File: src/rtl/static_cycle_seq.sv
module static_cycle_seq #(
  parameter int WAIT_W  = 4,
  parameter int BCYC_W  = 2,
  parameter int BSIZE_W = 2
) (
  input  logic               clk,
  input  logic               rst_n,
  input  logic               req,
  input  logic [1:0]         req_addr,
  input  logic [1:0]         req_size,
  input  logic               req_write,
  input  logic               req_burst,
  input  logic [WAIT_W-1:0]  cfg_wait,
  input  logic [1:0]         cfg_ps,
  input  logic               cfg_idle,
  input  logic               cfg_burst,
  input  logic [BCYC_W-1:0]  cfg_bcyc,
  input  logic [BSIZE_W-1:0] cfg_bsize,
  input  logic               cfg_rsync,
  input  logic               cfg_wsync,
  input  logic               ext_ta,
  output logic               busy,
  output logic               cs_n,
  output logic               oe_n,
  output logic               we_n,
  output logic [3:0]         be_n,
  output logic [1:0]         cyc_addr,
  output logic               done
);
  localparam int MAXB   = 2 << ((1 << BSIZE_W) - 1);
  localparam int BEAT_W = $clog2(MAXB) + 1;

  typedef enum logic [2:0] {S_IDLE, S_T1, S_TW, S_T2, S_BT, S_TI} st_t;

  st_t               st;
  logic [WAIT_W-1:0] wcnt, wait_q;
  logic [BCYC_W-1:0] bcnt, bcyc_q;
  logic [BEAT_W-1:0] bleft;
  logic [3:0]        rem, rmask, cur, lanes, plane, rem_nx;
  logic [1:0]        ps_q, lo;
  logic              wr_q, sync_q, idle_q, burst_q, sel_sync, active, strobe, fin;

  wire ta_mode = (ps_q == 2'b11);

  always_comb begin
    case (req_size)
      2'b00:   rmask = 4'b0001 << req_addr;
      2'b01:   rmask = req_addr[1] ? 4'b1100 : 4'b0011;
      default: rmask = 4'b1111;
    endcase
  end

  always_comb begin
    case (ps_q)
      2'b10:   cur = rem & (~rem + 4'd1);
      2'b01:   cur = (|rem[1:0]) ? {2'b00, rem[1:0]} : {rem[3:2], 2'b00};
      default: cur = rem;
    endcase
  end

  always_comb begin
    if (cur[0])      lo = 2'd0;
    else if (cur[1]) lo = 2'd1;
    else if (cur[2]) lo = 2'd2;
    else             lo = 2'd3;
  end

  always_comb begin
    case (ps_q)
      2'b10:   begin lanes = 4'b1000;                          plane = 4'b1000; end
      2'b01:   begin lanes = {cur[1:0] | cur[3:2], 2'b00};     plane = 4'b1100; end
      default: begin lanes = cur;                              plane = 4'b1111; end
    endcase
  end

  assign rem_nx   = rem & ~cur;
  assign sel_sync = req_write ? cfg_wsync : cfg_rsync;
  assign fin      = (st == S_BT) && (bcnt == '0) && (bleft == '0);

  always_ff @(posedge clk or negedge rst_n) begin
    if (!rst_n) begin
      st      <= S_IDLE;
      wcnt    <= '0;
      wait_q  <= '0;
      bcnt    <= '0;
      bcyc_q  <= '0;
      bleft   <= '0;
      rem     <= '0;
      ps_q    <= 2'b00;
      wr_q    <= 1'b0;
      sync_q  <= 1'b0;
      idle_q  <= 1'b0;
      burst_q <= 1'b0;
    end else begin
      case (st)
        S_IDLE: if (req) begin
          st      <= S_T1;
          ps_q    <= cfg_ps;
          wr_q    <= req_write;
          sync_q  <= sel_sync;
          idle_q  <= cfg_idle;
          bcyc_q  <= cfg_bcyc;
          burst_q <= cfg_burst && req_burst;
          wait_q  <= (!sel_sync && cfg_wait == '0) ? WAIT_W'(1) : cfg_wait;
          bleft   <= BEAT_W'((2 << cfg_bsize) - 1);
          rem     <= (cfg_burst && req_burst) ? 4'b0000 : rmask;
        end
        S_T1: begin
          if (ta_mode || wait_q != '0) begin
            st   <= S_TW;
            wcnt <= wait_q - WAIT_W'(1);
          end else begin
            st <= S_T2;
          end
        end
        S_TW: begin
          if (ta_mode ? ext_ta : (wcnt == '0)) st <= S_T2;
          else wcnt <= wcnt - WAIT_W'(1);
        end
        S_T2: begin
          if (burst_q) begin
            st    <= S_BT;
            bcnt  <= bcyc_q;
            bleft <= bleft - BEAT_W'(1);
          end else if (rem_nx != 4'b0000) begin
            rem <= rem_nx;
            st  <= idle_q ? S_TI : S_T1;
          end else begin
            rem <= 4'b0000;
            st  <= idle_q ? S_TI : S_IDLE;
          end
        end
        S_BT: begin
          if (bcnt == '0) begin
            if (bleft == '0) begin
              st <= idle_q ? S_TI : S_IDLE;
            end else begin
              bleft <= bleft - BEAT_W'(1);
              bcnt  <= bcyc_q;
            end
          end else begin
            bcnt <= bcnt - BCYC_W'(1);
          end
        end
        S_TI:    st <= (rem != 4'b0000) ? S_T1 : S_IDLE;
        default: st <= S_IDLE;
      endcase
    end
  end

  assign active = (st == S_T1) || (st == S_TW) || (st == S_T2) || (st == S_BT);
  assign strobe = sync_q ? ((st == S_T1) || (st == S_BT && bcnt == bcyc_q))
                         : ((st == S_TW) || (st == S_T2) || (st == S_BT));

  assign busy     = (st != S_IDLE);
  assign cs_n     = !active;
  assign oe_n     = !(strobe && !wr_q);
  assign we_n     = !(strobe && wr_q);
  assign be_n     = active ? ~(burst_q ? plane : lanes) : 4'hf;
  assign cyc_addr = (active && !burst_q) ? ((ps_q == 2'b01) ? {lo[1], 1'b0} : lo) : 2'b00;
  assign done     = ((st == S_T2) && !burst_q && rem_nx == 4'b0000) || fin;

  a_r3_strobe_excl: assert property (@(posedge clk) disable iff (!rst_n)
    !(!oe_n && !we_n));
  a_r1_quiet_deselected: assert property (@(posedge clk) disable iff (!rst_n)
    cs_n |-> (be_n == 4'hf && oe_n && we_n && !done));
  a_r2_async_min_wait: assert property (@(posedge clk) disable iff (!rst_n)
    (st == S_T1 && !sync_q) |=> (st == S_TW));
  a_r5_half_upper_lanes: assert property (@(posedge clk) disable iff (!rst_n)
    (!cs_n && ps_q == 2'b01) |-> (be_n[1:0] == 2'b11));
  a_r6_byte_one_lane: assert property (@(posedge clk) disable iff (!rst_n)
    (!cs_n && ps_q == 2'b10) |-> (be_n == 4'b0111));
  a_r7_ta_holds_wait: assert property (@(posedge clk) disable iff (!rst_n)
    (st == S_TW && ta_mode && !ext_ta) |=> (st == S_TW && !cs_n));
  a_r8_idle_gap: assert property (@(posedge clk) disable iff (!rst_n)
    (done && idle_q) |=> (cs_n && busy));
  a_r10_done_single: assert property (@(posedge clk) disable iff (!rst_n)
    done |=> !done);
endmodule

File: config.mk
export PLATFORM = sky130hd
export DESIGN_NAME = static_cycle_seq
export DESIGN_NICKNAME = d
export VERILOG_FILES = /design/src/rtl/static_cycle_seq.sv
export SDC_FILE = /design/constraint.sdc
export NUM_CORES = 1
export LEC_CHECK = 0
export BUFFER_PORTS_ARGS = -buffer_cell sky130_fd_sc_hd__buf_2
export CAP_MARGIN = 20
export CELL_PAD_IN_SITES_DETAIL_PLACEMENT = 0
export CELL_PAD_IN_SITES_GLOBAL_PLACEMENT = 1
export CORE_MARGIN = 2
export CORE_UTILIZATION = 43
export DETAILED_ROUTE_END_ITERATION = 12
export MAX_ROUTING_LAYER = met4
export PLACE_DENSITY = 0.84
export SLEW_MARGIN = 15
export SYNTH_ARGS = -nofsm -noshare
export SYNTH_HDL_FRONTEND = slang
export SYNTH_SLANG_ARGS = --single-unit
File: constraint.sdc
create_clock -name clk -period 2.2 [get_ports clk]
set_input_delay 0.22 -clock clk [delete_from_list [all_inputs] [get_ports clk]]
set_output_delay 0.22 -clock clk [all_outputs]
set_load 0.005 [all_outputs]
Yosys cells after proc, flatten, opt, wreduce, memory -nomap -nowiden --
Cells that the tools add are included.
Operators by class: add/sub/neg operators 6, multiply operators 0, divide/modulo/power cells 0, $lt $le $gt $ge 0, eq/ne operators 20, shifts and indexed selects 2, mux-type cells 45, bitwise operators 6, reductions and logical operators 46
Operator list (number):
- $mux W4 | 11
- $pmux W4 S2 | 5
- $mux W3 | 8
- $mux W5 | 4
- $ne A2 B2 Y1 const B | 9
- $pmux W3 S6 | 1
- $pmux W5 S3 | 1
- $logic_not A4 Y1 | 3
- $mux W2 | 6
- $not A4 Y4 | 3
- $reduce_bool A4 Y1 | 3
- $logic_and A1 B1 Y1 | 10
- $reduce_and A3 Y1 | 3
- $and A4 B4 Y4 | 2
- $logic_or A1 B1 Y1 | 8
- $sub A4 B1 Y4 const B | 2
- $mux W1 | 7
- $eq A3 B2 Y1 const B | 2
- $eq A3 B3 Y1 const B | 2
- $logic_not A1 Y1 | 6
- $pmux W3 S2 | 1
- $reduce_bool A2 Y1 | 3
- $reduce_bool A3 Y1 | 2
- $logic_not A5 Y1 | 1
- other kinds (19) | 22
Storage, ports and cells: bits in registers 30, latch bits 0, bits in writable memories 0, memory bits (read-only) 0, input bits 24, memories 0

Depth between registers and ports, before layout --
Gate-level depths: netlist of run 1.
depth after elaboration 10, mapped depth 9

Least setup slack after synthesis of run 1 --
Ideal clock, no wire load.
kind reg2reg, start register st[0], end register wcnt[2], setup time 0.135 ns, arrival 1.835 ns, required time 2.065 ns, path slack 0.230 ns, stages on the path, launching flop included 10, buffers on the path 2, period minus slack after synthesis 1.970 ns, cells stage by stage dfrtp_1 buf_6 buf_4 nor3b_4 mux2i_1 ha_1 nand2b_1 a21oi_1 a41oi_1 o22ai_1
Between the ends: cells in the longest elaborated chain, start to end 3, elaborated cells between the ends (all ways) 7, classes of those cells 4 x eq/ne; 1 x mux; 2 x reduce/logical
Ends and longest elaborated chain:
- from (decl) | RTL line 35 | st_t st;
- from (signal assigned) | RTL line 127 | st <= idle_q ? S_TI : S_T1;
- from (signal assigned) | RTL line 130 | st <= idle_q ? S_TI : S_IDLE;
- from (signal assigned) | RTL line 136 | st <= idle_q ? S_TI : S_IDLE;
- $eq A3 B2 Y1 or $eq A3 B1 Y1 (tied branches) | RTL line 95 | case (st)
- $ne A2 B2 Y1 (no line) or $reduce_bool A2 Y1 (tied branches)
- $reduce_and A3 Y1 (no line)
- to (signal assigned) | RTL line 111 | wcnt <= wait_q - WAIT_W'(1);
- to (signal assigned) | RTL line 118 | else wcnt <= wcnt - WAIT_W'(1);
- to (decl) | RTL line 36 | logic [WAIT_W-1:0] wcnt, wait_q;
Several ways; a longest one is shown, not always the timed one. A chain may end at the register's enable or synchronous reset.

Worst setup path in the final report of run 1 --
start register ps_q[1], end output port done
Between the ends: cells in the longest elaborated chain, start to end 7, elaborated cells between the ends (all ways) 8, classes of those cells 2 x eq/ne; 1 x mux; 2 x bitwise; 3 x reduce/logical
Ends and longest elaborated chain:
- from (decl) | RTL line 40 | logic [1:0] ps_q, lo;
- from (signal assigned) | RTL line 98 | ps_q <= cfg_ps;
- $eq A2 B1 Y1 or $eq A2 B2 Y1 (tied branches) | RTL line 54 | case (ps_q)
- $pmux W4 S2 * | RTL line 54
- $not A4 Y4 * | RTL line 76 | assign rem_nx = rem & ~cur;
- $and A4 B4 Y4 * | RTL line 76
- $logic_not A4 Y1 * | RTL line 161 | assign done = ((st == S_T2) && !burst_q && rem_nx == 4'b0000) || fin;
- $logic_and A1 B1 Y1 * | RTL line 161
- $logic_or A1 B1 Y1 * | RTL line 161
- to (decl) | RTL line 28 | output logic done
Every way passes the cells marked *; elsewhere a longest branch is shown, timed or not.

==> results of run 1 <==
worst min-delay path, stage by stage:
cell and delay (ns):
buf_2 0.07, nand2_1 0.04, o21ai_0 0.06
power groups by stage:
stage / sequential (W) / clock (W) / combinational, W
final: 0.00117 / 0.000461 / 0.00241
after floorplan: 0.00103 / 0 / 0.00185
after global routing: 0.00121 / 0.000496 / 0.00270
after detailed placement: 0.00116 / 0 / 0.00224
after CTS: 0.00115 / 0.000472 / 0.00227
after global placement: 0.00116 / 0 / 0.00221
registers in the layout, summed over array words and instances (netlist names), 2 cells and up:
signal and cells:
bcnt 2, bcyc_q 2, bleft 5, ps_q 2, rem 4, st 3
wait_q 4, wcnt 4
Yosys cell counts, types with 3 or more instances:
master,n
a21oi_1,14
clkbuf_1,3
ha_1,6
or3_1,4
buf_6,3
nand3b_1,3
nor2_1,15
o22ai_1,8
dfrtp_1,30
nor4_1,3
a221oi_1,3
nand2b_1,5
inv_1,18
nand3_1,5
mux2_2,9
mux2i_1,7
o211ai_1,6
buf_2,3
a211o_1,3
nand2_1,14
a21o_1,3
nor3_1,5
o21ai_0,17
nor2b_1,5
metal layers:
| metal | global-route usage [%] | up-vias |
|---|---|---|
| li1 | - | 963 |
| met1 | 24.5 | 917 |
| met2 | 29.9 | 52 |
| met3 | 2.91 | 6 |
| met4 | 7.60 | 0 |
| met5 | - | - |
path summary, 6_finish.rpt:
| kind | cells past startpoint | to | slack, ns | start |
|---|---|---|---|---|
| worst max-delay path | 7 | done | 0.13 | ps_q[1]$_DFFE_PN0P_ |
| max in group asynchronous | 2 | wcnt[2]$_DFFE_PN0P_ | 1.25 | rst_n |
| min in group asynchronous | 2 | bleft[2]$_DFFE_PN0P_ | 0.51 | rst_n |
| worst max register to register | 7 | st[0]$_DFFE_PN0P_ | 0.23 | ps_q[0]$_DFFE_PN0P_ |
| worst min-delay path | 3 | ps_q[1]$_DFFE_PN0P_ | 0.16 | cfg_ps[1] |
| worst min register to register | 1 | wr_q$_DFFE_PN0P_ | 0.52 | wr_q$_DFFE_PN0P_ |
area by class of cell:
type                            instances  area share, %
Clock buffer                            7           3.32
Clock inverter                          1          0.193
Inverter                               18           2.60
Multi-Input combinational cell        179           51.1
Sequential cell                        30           28.9
Tap cell                               67           3.23
Timing Repair Buffer                   48           10.7
cell families (layout without fill, tap and decap cells):
family / count (synthesis) / count (layout) / share of synthesized area (%)
AOI/OAI and AO/OA: 75 / 75 / 24.8
adders and majority gates: 6 / 6 / 3.43
buffers and inverters: 30 / 74 / 6.74
DFF: 30 / 30 / 34.3
muxes: 17 / 17 / 8.51
and+or+nand+nor: 77 / 77 / 20.7
xor gates and xnor gates: 4 / 4 / 1.60
through the flow:
stage	hold WS, ns	instance area, sq um	util, %
CTS	0.146	2540	52.6
detailed placement	0.302	2430	50.5
global route	0.170	2600	53.9
finish	0.155	2600	53.9
global placement	0.307	2430	50.5
floorplan	-0.0756	2190	-
repair_timing:
item                                    in CTS  in global routing
resized for setup                            1                  6
hold buffers                                 1                  0
endpoints found under the hold margin        1                  0
endpoints found under the setup margin       1                  1
pin swaps                                    0                  2
buffers inserted                             0                  4
==> results.md, run 1 <==
- Status: completed
- Multi-input logic area: about 1300 sq um
- Die Ht: 75.4 um
- Initial antenna violation count: 0
- M1 WL: 2320 um
- Storage element area: ~750 sq um
- Buf+Inv Stages, Crit Path: 2
- DR iter-0 viols: 86
- Num CTS Buffers: 5
- CP arrival: 1.85 ns
- CP max FO: 6
- RSZ-0062 raised after global routing: false
- Grt ovf: 0
- Starting Density: between 40% and 50%
- Vias in the first global route: approximately 1700
- IO buf count: 34
- CTS Sinks: 30
- Leak: 1.15 nW
- Final setup viols: 0
- Die Wd: 75.4 um
- Clock transition at path regs: 0.06 ns
- CP top delay family: flip-flops
- Root buffer cell: clkbuf_8
- RD Place Congestion: 0.795
- Skew-Pair Late Insertion Delay: between 0.2 and 0.3 ns
- Max Fclk: 482 MHz
- Non-Filler Instances: 350
- Most frequent cells in the layout: 34 x buf_2, 30 x dfrtp_1, 18 x inv_1, 17 x o21ai_0, 15 x nor2_1
- Area contributors post-synth: dfrtp_1 34%, mux2_2 4.6%, o21ai_0 3.9%
- IO Count: 35
- Max incr delay on CP: 0.41 ns
- Pwr dens: approximately 1600 nW/um^2
- Switch Pwr: between 0.0015 and 0.002 W
- Area Overhead vs Synth: 18.6%
- Minimum clock period: 2.07 ns
- ANT cells: 0
- Vias per std cell: between 5 and 6
- PnR worst setup slack: 0.125 ns
- Rows: 25
- Average cell area after synthesis: 9.17 sq um
- Setup TNS: 0 ns
- Biggest area consumer among synthesized cells: dfrtp_1
- Switching part of the total: 43.4%
- Met3 WL post-DR: 238 um
- Routed wl met2: between 2000 and 2500 um
- Top sig layer: met4
- EDFF count, synth: 0
- Htree depth: 2
- Max-Slew Margin vs Limit: 54.4%
- Crit path capture type: output port
- Crit-path cells: inv_1 > ha_2 > or2_4 > a211o_1 > nand3_1 > o32ai_2 > buf_2
- Dpl ws: about 0.19 ns
- WP data required: a little under 2 ns
- Drc violations: 0
- Routed via count: 1938
- Power share of the clock group: a little under an eighth
- Setup CP Type: reg2out
- Count of different cell masters after synthesis: 59
- Reg power frac: 28.9%
- Core area: 4820 sq um
- Area of the mapped netlist: between 2000 and 2500 sq um
- Nets: 312
- Post-synthesis sequential area ratio: between 30 and 40%
- Hpwl dp: 3640 um
- Internal: 0.00228 W
- Period utilization: 94.3%
- Antenna Nets Post-Route: 0
- Post-Syn Instances: 239
- Combinational share of power: 59.7%
- Seq cells post-synth: 30
- GRT Overall Usage: 19.0%
- Die area: 5680 sq um
- WL final: 4930 um
- CP max stage cell: dfrtp_1
- Crit start category: flip-flop
- Routed length per instance: 14.1 um
- Router iterations before antenna repair: 5
- # fillers: roughly 480
- CTS tree: built
- Global-route wire length before repair: 7950 um
- Clock Skew: just under 0.006 ns
- Fin. Hold Viols: 0
- Slew @ Worst Pin: 0.683 ns
- Final slew viol count: 0
- Syn Nets: 269
- Largest net degree at the start of global routing: 31
- Layout cells sized above 1: between 20% and 30%
- Ys async rst share: 100%
- Max VDD drop: 0.000710 V
- Warnings, synthesis: 0
- Main synth FF type: dfrtp_1
- Placed Cells: 337
- Power, Total: between 0.004 and 0.005 W
- Synth top area share: 34.3%
- Commonest non-fill, non-tap cell in the layout: buf_2
- Max cap viols: 0
- HP Class: in2reg
- Clock tree buffer depth: 2
(Power assumes the default switching activity.)
==> inputs of run 2 (changes only) <==
Settings changed: ABC_AREA set to 1, CORE_UTILIZATION 43 to 39, GPL_ROUTABILITY_DRIVEN set to 0, PLACE_DENSITY 0.84 to 0.82.
==> results.md, run 2 <==
- Slew @ Worst Pin: 0.689 ns (was 0.683 ns)
- Leak: 1.22 nW (was 1.15 nW)
- Area of the mapped netlist: 1980 sq um (was 2190 sq um)
- Skew-Pair Late Insertion Delay: 0.28 ns (about the same)
- Violated checks: negative hold slack
- Multi-input logic area: 1080 sq um (was 1330 sq um)
- Reg power frac: 27.4% (was 28.9%)
- Area contributors post-synth: dfrtp_1 38%, nand2_1 15%, o21ai_0 9.6% (was dfrtp_1 34%, mux2_2 4.6%, o21ai_0 3.9%)
- Crit-path cells: inv_1 > ha_4 > nor2_2 > buf_4 > nand2_1 > nand2_1 > nand2_1 > nand3_1 > o21ai_0 > buf_2 (was inv_1 > ha_2 > or2_4 > a211o_1 > nand3_1 > o32ai_2 > buf_2)
- WP data required: 1.98 ns (about the same)
- Combinational share of power: 57.8% (was 59.7%)
- Setup TNS: 0 ns (unchanged)
- Global-route wire length before repair: 7510 um (was 7950 um)
- Minimum clock period: 2.09 ns (was 2.07 ns)
- GR Layer Usage met2: 27.1% (was 29.9%)
- Crit start category: flip-flop (unchanged)
- Setup CP Type: reg2out (unchanged)
- Main synth FF type: dfrtp_1 (unchanged)
- Die area: 5660 sq um (was 5680 sq um)
- Internal: 0.00196 W (was 0.00228 W)
- Count of different cell masters after synthesis: 25 (was 59)
- Biggest area consumer among synthesized cells: dfrtp_1 (unchanged)
- CP max stage cell: dfrtp_1 (unchanged)
- Mux contribution to synthesized area: 0% (was 8.51%)
- Reg2Reg Capture Point: wcnt[2]$_DFFE_PN0P_ (was st[0]$_DFFE_PN0P_)
- Router iterations before antenna repair: 4 (was 5)
- Pwr dens: 1580 nW/um^2 (was 1550 nW/um^2)
- Non-Filler Instances: 395 (was 350)
- Power share of the clock group: 14.8% (was 11.4%)
- Num CTS Buffers: 5 (unchanged)
- Period utilization: 94.8% (was 94.3%)
- Max Fclk: 480 MHz (was 482 MHz)
- DR iter-0 viols: 81 (was 86)
- Most Crowded Layer GR: met2 (unchanged)
- Vias in the first global route: 1723 (was 1709)
- Fin. Hold Viols: 30 (was 0)
- Ys async rst share: 100% (unchanged)
- Met3 global-route usage: 3.75% (was 2.91%)
- Nets: 357 (was 312)
- Vias per std cell: 4.89 (was 5.54)
- Critical Path Sink: done (unchanged)
- Biggest register: bleft (unchanged)
- Origin of the critical flop-to-flop path: st[2]$_DFFE_PN0P_ (was ps_q[0]$_DFFE_PN0P_)
- Synth top area share: 38.0% (was 34.3%)
- Cell mode on critical path: nand2_1
- Starting Density: 41.1% (was 45.5%)
- Most frequent cells in the layout: 79 x nand2_1, 41 x inv_1, 38 x o21ai_0, 34 x buf_2, 30 x dfrtp_1 (was 34 x buf_2, 30 x dfrtp_1, 18 x inv_1, 17 x o21ai_0, 15 x nor2_1)
- Max VDD drop: 0.000658 V (was 0.000710 V)
- Largest register FFs: 5 (unchanged)
- ANT cells: 0 (unchanged)
- Warnings, synthesis: 0 (unchanged)
- Initial antenna violation count: 0 (unchanged)
- CTS tree: built (unchanged)
- Largest net degree at the start of global routing: 31 (unchanged)
- Switching part of the total: 47.5% (was 43.4%)
- Xor/xnor share of the synthesized area: 1.77% (was 1.60%)
- FF-to-FF setup slack: 0.55 ns (was 0.23 ns)
- Clock tree buffer depth: 2 (unchanged)
- Area Overhead vs Synth: 20.0% (was 18.6%)
- Routed length per instance: 11.5 um (was 14.1 um)
- Max-Slew Margin vs Limit: 54.1% (was 54.4%)
- Design area: 2370 sq um (was 2600 sq um)
- CP arrival: 1.87 ns (was 1.85 ns)
- Post-DP Area: 2230 sq um (was 2430 sq um)
- Path depth of the worst reg2reg path: 7 (unchanged)
- Syn Nets: 316 (was 269)
- Commonest cells post-synth: 81 x nand2_1, 41 x inv_1, 38 x o21ai_0 (was 30 x dfrtp_1, 18 x inv_1, 17 x o21ai_0)
- HP Class: in2async (was in2reg)
- Storage element area: 751 sq um (unchanged)
- Power, Total: 0.00374 W (was 0.00404 W)
- EDFF count, synth: 0 (unchanged)
- Seq cells post-synth: 30 (unchanged)
- Die Wd: 75.2 um (was 75.4 um)
- IO buf count: 34 (unchanged)
- Antenna Nets Post-Route: 0 (unchanged)
- Synth Area in Adders: 3.80% (was 3.43%)
- Rows: 25 (unchanged)
- WL final: 4560 um (was 4930 um)
- Hpwl dp: 3440 um (was 3640 um)
- Crit path capture type: output port (unchanged)
- IO Count: 35 (unchanged)
- Switch Pwr: 0.00178 W (was 0.00175 W)
- Crit path from: ps_q[0]$_DFFE_PN0P_ (was ps_q[1]$_DFFE_PN0P_)
- Root buffer cell: clkbuf_8 (unchanged)
- Final Core Density: 49.3% (was 53.9%)
- Cts hold-fix bufs: 0 (was 1)
- Final slew viol count: 0 (unchanged)
- Placed Cells: 387 (was 337)
- CTS Sinks: 30 (unchanged)
- Total setup buffers inserted after CTS: 0 (unchanged)
- Htree depth: 2 (unchanged)
- Final setup viols: 0 (unchanged)
- Routed via count: 1932 (was 1938)
- WHS: -0.0221 ns (was 0.155 ns)
- Status: complete, but fails checks (was completed)
- GRT Overall Usage: 18.0% (was 19.0%)
- CP max FO: 5 (was 6)
- Drc violations: 0 (unchanged)
- Post-Syn Instances: 286 (was 239)
- Post-synthesis sequential area ratio: 38.0% (was 34.3%)
- Core area: 4820 sq um (unchanged)
- Grt ovf: 0 (unchanged)
- Commonest non-fill, non-tap cell in the layout: nand2_1 (was buf_2)
- Cell with the most instances after synthesis: nand2_1 (was dfrtp_1)
- Average cell area after synthesis: 6.92 sq um (was 9.17 sq um)
- Fraction of the mapped netlist area in simple logic gates: 31.3% (was 20.7%)
- Max incr delay on CP: 0.38 ns (was 0.41 ns)
- Max cap viols: 0 (unchanged)
- Clock Skew: 0.00287 ns (was 0.00585 ns)
- Layout cells sized above 1: 19.8% (was 29.3%)
- Die Ht: 75.2 um (was 75.4 um)
- Post-synthesis compound-gate area fraction: 16.3% (was 24.8%)
- Main combinational cell family by area after synthesis: simple AND/OR/NAND/NOR gates (was compound AO/OA/AOI/OAI gates)
- # fillers: 526 (was 478)
- Clock transition at path regs: 0.07 ns (was 0.06 ns)
- Met1 Use GR: 23.8% (was 24.5%)
## run 2: cell types whose count changed after synthesis, sizes merged, moves of 10 or more
cell / delta
a21oi: -10
inv: +27
mux2: -10
nand2: +74
nand3: +16
o21ai: +24
## run 2: cells by family (layout without fill, tap and decap cells)
group | count (synthesis) | in the layout
AO/OA/AOI/OAI | 60 | 60
XOR/XNOR | 4 | 4
buffers and inverters | 46 | 88
flip-flops | 30 | 30
AND/OR/NAND/NOR | 140 | 140
adder cells (fa/ha/maj) | 6 | 6
## run 2: worst min path at each step
stage,cells past startpoint,end,start
2_1_floorplan,0,bcnt[0]$_DFFE_PN0P_,rst_n
3_3_place_gp,1,ps_q[1]$_DFFE_PN0P_,rst_n
3_5_place_dp,1,wcnt[0]$_DFFE_PN0P_,rst_n
4_1_cts,1,wcnt[0]$_DFFE_PN0P_,rst_n
5_1_grt,1,wcnt[0]$_DFFE_PN0P_,rst_n
6_report,1,wcnt[3]$_DFFE_PN0P_,rst_n
## run 2: repair_timing
action | in CTS | in global routing
hold endpoints to repair | 0 | 0
setup endpoints to repair | 0 | 6
gates resized for setup | 0 | 7
## run 2: critical path, delay by kind of cell, from the launching register on
family                     cells  cell delay (ns)
buffers and inverters          3             0.40
and+or+nand+nor                5             0.34
adders and majority gates      1             0.29
DFF                            1             0.38
AOI/OAI and AO/OA              1             0.17
## run 2: layout make-up
class	instances	share of cell area, %
clock buffers	5	2.90
clock inverters	3	1.69
inverters	45	7.12
multi-input cells	210	45.7
flip-flops and latches	30	31.6
well taps	67	3.53
repair buffers	35	7.49
## run 2: per-layer routing
layer	wire length, um	up-vias
met5	0	-
met3	130	6
li1	-	1011
met4	60	0
met2	2090	29
met1	2270	886
## run 2: stage by stage
| stage | hold slack, ns | worst slack [ns] |
|---|---|---|
| global placement | 0.319 | 0.369 |
| CTS | 0.00189 | 0.0562 |
| global route | 0.0294 | -0.00162 |
| finish | -0.0221 | 0.115 |
| detailed placement | 0.313 | 0.380 |
| floorplan | -0.0756 | 0.485 |
## run 2: power groups by stage
| stage | clock [W] | sequential [W] | combinational [W] |
|---|---|---|---|
| after global routing | 0.000596 | 0.00106 | 0.00249 |
| final | 0.000555 | 0.00102 | 0.00216 |
| after floorplan | 0 | 0.000980 | 0.00156 |
| after CTS | 0.000567 | 0.00102 | 0.00210 |
| after detailed placement | 0 | 0.00103 | 0.00209 |
| after global placement | 0 | 0.00103 | 0.00208 |
